**src/rtl/lpe_pkg.sv**
```systemverilog
package lpe_pkg;

    typedef enum logic [2:0] {
        ST_NARROW = 3'd0,
        ST_MID    = 3'd1,
        ST_WIDE   = 3'd2,
        ST_SPLIT  = 3'd3,
        ST_EDGE   = 3'd4,
        ST_RIM    = 3'd5
    } lpe_state_e;

    localparam int LAMP_W = 8;

endpackage

```
**src/rtl/lpe_tick_gen.sv**
```systemverilog
module lpe_tick_gen #(
    parameter int TICK_LAST = 49_999_999
) (
    input  logic clk,
    input  logic rst_n,
    output logic tick
);
    localparam int CNT_W = (TICK_LAST < 1) ? 1 : $clog2(TICK_LAST + 1);
    localparam logic [CNT_W-1:0] LAST = CNT_W'(TICK_LAST);

    logic [CNT_W-1:0] cnt_q;

    assign tick = (cnt_q == LAST);

    always_ff @(posedge clk or negedge rst_n) begin
        if (!rst_n)
            cnt_q <= '0;
        else if (tick)
            cnt_q <= '0;
        else
            cnt_q <= cnt_q + 1'b1;
    end

    assert_cnt_bound_R5: assert property (@(posedge clk) disable iff (!rst_n)
        cnt_q <= LAST);

    generate
        if (TICK_LAST > 0) begin : g_width_chk
            assert_tick_single_R5: assert property (@(posedge clk) disable iff (!rst_n)
                tick |=> !tick);
        end
    endgenerate

endmodule

```
**src/rtl/lpe_step_fsm.sv**
```systemverilog
module lpe_step_fsm
    import lpe_pkg::*;
(
    input  logic       clk,
    input  logic       rst_n,
    input  logic       step,
    output lpe_state_e state
);
    lpe_state_e state_q;
    lpe_state_e state_d;

    always_comb begin
        unique case (state_q)
            ST_NARROW: state_d = ST_MID;
            ST_MID:    state_d = ST_WIDE;
            ST_WIDE:   state_d = ST_SPLIT;
            ST_SPLIT:  state_d = ST_EDGE;
            ST_EDGE:   state_d = ST_RIM;
            ST_RIM:    state_d = ST_NARROW;
            default:   state_d = ST_NARROW;
        endcase
    end

    always_ff @(posedge clk or negedge rst_n) begin
        if (!rst_n)
            state_q <= ST_NARROW;
        else if (step)
            state_q <= state_d;
    end

    assign state = state_q;

    assert_hold_R3: assert property (@(posedge clk) disable iff (!rst_n)
        !step |=> $stable(state_q));

    assert_moves_R2: assert property (@(posedge clk) disable iff (!rst_n)
        step |=> (state_q != $past(state_q)));

    assert_wrap_R1: assert property (@(posedge clk) disable iff (!rst_n)
        (step && state_q == ST_RIM) |=> (state_q == ST_NARROW));

    assert_legal_R1: assert property (@(posedge clk) disable iff (!rst_n)
        state_q <= ST_RIM);

endmodule

```
**src/rtl/lpe_pattern_dec.sv**
```systemverilog
module lpe_pattern_dec
    import lpe_pkg::*;
(
    input  lpe_state_e        state,
    output logic [LAMP_W-1:0] lamps
);
    always_comb begin
        unique case (state)
            ST_NARROW: lamps = 8'b0001_1000;
            ST_MID:    lamps = 8'b0011_1100;
            ST_WIDE:   lamps = 8'b0111_1110;
            ST_SPLIT:  lamps = 8'b1110_0111;
            ST_EDGE:   lamps = 8'b1100_0011;
            ST_RIM:    lamps = 8'b1000_0001;
            default:   lamps = '0;
        endcase
    end
endmodule

```
**src/rtl/lamp_pattern_engine.sv**
```systemverilog
module lamp_pattern_engine
    import lpe_pkg::*;
#(
    parameter int TICK_LAST = 49_999_999
) (
    input  logic       clk,
    input  logic       rst_n,
    input  logic       step_en,
    output logic [7:0] lamps
);
    logic       tick;
    logic       step;
    lpe_state_e state;

    lpe_tick_gen #(.TICK_LAST(TICK_LAST)) u_tick (
        .clk   (clk),
        .rst_n (rst_n),
        .tick  (tick)
    );

    assign step = tick & step_en;

    lpe_step_fsm u_fsm (
        .clk   (clk),
        .rst_n (rst_n),
        .step  (step),
        .state (state)
    );

    lpe_pattern_dec u_dec (
        .state (state),
        .lamps (lamps)
    );

    // Every legal pattern is mirror-symmetric and lights 2, 4 or 6 lamps.
    assert_mirror_R1: assert property (@(posedge clk) disable iff (!rst_n)
        lamps == {lamps[0], lamps[1], lamps[2], lamps[3],
                  lamps[4], lamps[5], lamps[6], lamps[7]});

    assert_count_R1: assert property (@(posedge clk) disable iff (!rst_n)
        ($countones(lamps) == 2) || ($countones(lamps) == 4) || ($countones(lamps) == 6));

    assert_no_step_R2: assert property (@(posedge clk) disable iff (!rst_n)
        !(tick && step_en) |=> $stable(lamps));

endmodule

```
**config.mk**
```make
export PLATFORM = sky130hd
export DESIGN_NAME = lamp_pattern_engine
export DESIGN_NICKNAME = d
export VERILOG_FILES = /design/src/rtl/lpe_pkg.sv /design/src/rtl/lpe_tick_gen.sv /design/src/rtl/lpe_step_fsm.sv /design/src/rtl/lpe_pattern_dec.sv /design/src/rtl/lamp_pattern_engine.sv
export SDC_FILE = /design/constraint.sdc
export NUM_CORES = 1
export LEC_CHECK = 0
export BUFFER_PORTS_ARGS = -buffer_cell sky130_fd_sc_hd__buf_2
export CORE_UTILIZATION = 52
export DETAILED_ROUTE_END_ITERATION = 10
export PLACE_DENSITY = 0.73
export REMOVE_ABC_BUFFERS = 1
export SLEW_MARGIN = 20
export SYNTH_ARGS = -nofsm -noshare
export SYNTH_HDL_FRONTEND = slang
export SYNTH_SLANG_ARGS = --single-unit
```
**constraint.sdc**
```tcl
create_clock -name clk -period 1.9 [get_ports clk]
set_input_delay 0.285 -clock clk [delete_from_list [all_inputs] [get_ports clk]]
set_output_delay 0.285 -clock clk [all_outputs]
set_load 0.01 [all_outputs]
```
==> summary.md <==
| Metric | Value |
|---|---|
| Die height | `54.76 µm` |
| GP Congestion | `0.8504` |
| Layout cell share with drive strength beyond 1 | `20.36%` |
| Worst setup path start | `u_tick.cnt_q[0]` |
| Post-DP Area | `1575 µm²` |
| Die area | `2999 µm²` |
| Met2 Use GR | `37.95%` |
| Synth top area cells | `dfrtp_1 50%, xnor2_1 6.1%, nor2_1 4.9%` |
| Total CTS buffers | `5` |
| Crit end category | `flip-flop` |
| Antenna violations before repair | `0` |
| Post-synth top area share | `50.13%` |
| Initial DRC count | `28` |
| Number of global-route vias before repair | `1049` |
| Failing checks | `negative setup slack` |
| Design Area, Final | `1672 µm²` |
| DRC viols | `0` |
| Final min period | `1.917 ns` |
| Commonest non-fill, non-tap cell in the layout | `dfrtp_1` |
| CORE AREA | `2545 µm²` |
| Mapped Area | `1448 µm²` |
| Total gr overflow | `0` |
| Worst setup path end | `u_fsm.state[0]` |
| Hold Fails Final Rpt | `0` |
| Final setup fails | `2` |
| Worst r2r src | `u_tick.cnt_q[0]` |
| Post-synthesis average cell area | `10.12 µm²` |
| Vias | `1122` |
| Synth Register Bits | `29` |
| Wirelength per Cell | `14.93 µm` |
| DRT Wirelength | `2.941 mm` |
| Top Usage Layer GRT | `met2` |
| Most frequent cells in the layout | `29 x dfrtp_1, 19 x nor2_1, 12 x nand3_1` |
| Slew HR | `56.89%` |
| Hold Slack | `0.2785 ns` |
| Met3 GRT Util | `8.889%` |
| F_max | `521.6 MHz` |
| Placed instance count | `188` |
| Later-pin clock latency in the skew report | `0.34 ns` |
| First-pass GRT wire length | `5.016 mm` |
| Worst-case clock skew | `0.008897 ns` |
| Largest net degree at the start of global routing | `30` |
| Root buffer cell | `clkbuf_4` |
| Synth area leader | `dfrtp_1` |
| Clk pin slew, worst setup/hold paths | `0.10 ns` |
| FF-to-FF setup slack | `-0.02 ns` |
| IO Count | `11` |
| Router iterations before antenna repair | `4` |
| DPL Wire Length | `2.071 mm` |
| Slew @ Worst Pin | `0.6467 ns` |
| Maximum VDD drop | `0.0005239 V` |
| Clock sink count | `29` |
| RSZ-0062 raised after global routing | `yes` |
| Worst Hold Depth | `3` |
| CP Class | `flip-flop to flip-flop` |
| Final worst-path setup slack | `-0.01711 ns` |
| FP Rows | `18` |
| Critical path peak fanout | `3` |
| Worst path required time | `2.12 ns` |
| Status | `finished, violations left` |
| Sequential area share after synthesis | `50.13%` |
| Synthesis-to-layout area growth | `15.47%` |
| CTS tree | `yes` |
| Arr. time, crit path | `2.14 ns` |
| P_leak | `0.7821 nW` |
| Starting density of the core | `56.88%` |
| Max_cap viols | `0` |
| Max clock buf depth | `2` |
| Fin Setup TNS | `-0.03004 ns` |
| Final core occ | `65.68%` |
| Period utilization | `100.9%` |
| Yosys Warn Count | `0` |
| PwrDens | `648.7 nW/µm²` |
| Final antenna-violating net count | `0` |
| Yosys cell types | `30` |
| Fin. max-slew vios | `0` |
| Hold Path Class | `input pin to flip-flop` |
| Non-filler cells, final | `197` |
| Post-synthesis instance total | `143` |
| Ant diodes | `0` |
| Setup crit start kind | `flip-flop` |
| Total Routing Usage GR | `24.90%` |
| Pre-CTS setup slack | `-0.09801 ns` |
| RR Endpoint | `u_fsm.state[0]` |
| Die Span X | `54.76 µm` |
| H-tree depth | `2` |
| FILL cells | `217` |
| Nets | `171` |
| Total Power | `1.084 mW` |
| Met1 GRT Util | `32.10%` |
| Vias per Instance | `5.695` |
| Port-buffer cells | `10` |
| Register-to-Register Path Depth | `6` |
[routing by layer]
layer  part of all wire [%]  vias up  routed length, µm
li1                       -      551                  -
met1                     45      528               1319
met3                    5.0        8                146
met2                     48       35               1404
met4                    2.4        0                 70
met5                      0        -                  0
[flip-flops by register name, summed over array words and instances, names as in the netlist]
signal / flops
u_tick.cnt_q: 26
u_fsm.state: 3
[worst max-delay path: stages (launching register included)]
cell and delay [ns]:
dfrtp_1 0.37, ha_1 0.16, or4b_4 0.48, nor4_4 0.15, and4_1 0.25, nand2_2 0.09, mux2_4 0.30
[worst min-delay path by stage]
stage	start	end	slack, ns
floorplan	rst_n	u_fsm.state[0]	-0.01
global placement	rst_n	u_tick.cnt_q[12]	0.34
detailed placement	rst_n	u_tick.cnt_q[25]	0.35
CTS	step_en	u_fsm.state[2]	0.27
global route	step_en	u_fsm.state[2]	0.28
finish	step_en	u_fsm.state[2]	0.28
[synthesized netlist by cell type]
library cell,count
a21oi_1,3
a31oi_1,1
and2_1,3
and3_1,2
and4_1,4
buf_2,1
buf_4,4
dfrtp_1,29
ha_1,2
inv_1,3
mux2_2,1
mux2_4,2
nand2_1,10
nand2_2,1
nand3_1,12
nand4_1,8
nand4b_1,2
nor2_1,19
nor2b_1,2
nor3_1,2
nor3b_1,1
nor4_1,2
nor4_2,1
o211ai_1,2
o21ai_0,4
o22ai_1,1
o31ai_1,2
or4b_1,1
xnor2_1,10
xor2_1,8
[logic make-up (layout without fill, tap and decap cells)]
logic type | after synthesis | after routing | synth area share, %
muxes | 3 | 3 | 2.852
buffers and inverters | 8 | 32 | 3.198
DFF | 29 | 29 | 50.13
xor gates and xnor gates | 18 | 18 | 10.89
AOI/OAI and AO/OA | 13 | 13 | 5.358
and+or+nand+nor | 70 | 70 | 25.84
adders and majority gates | 2 | 2 | 1.728
[cell type report]
| class | instances | area, µm² | share of cell area (%) |
|---|---|---|---|
| sequential | 29 | 725.7 | 43.41 |
| inverter | 3 | 11.26 | 0.6737 |
| timing repair buffer | 21 | 138.9 | 8.308 |
| clock buffer | 7 | 65.06 | 3.892 |
| multi-input combinational | 106 | 688.2 | 41.17 |
| tap | 30 | 37.54 | 2.246 |
| clock inverter | 1 | 5.005 | 0.2994 |
[power by group]
group / total [mW] / switching (mW) / internal (mW)
logic: 0.0303 / 0.0205 / 0.00979
clock network: 0.435 / 0.221 / 0.214
registers: 0.619 / 0.00167 / 0.618
total: 1.08 / 0.243 / 0.842
[what timing repair did]
item / 4_1_cts / 5_1_grt
gates resized for setup: 2 / 1
setup buffers: 0 / 0
hold buffers: 1 / 0
hold endpoints to repair: 29 / 0
endpoints found under the setup margin: 3 / 9
pin swaps: 3 / 1
Power figures use the tool's default switching activity.
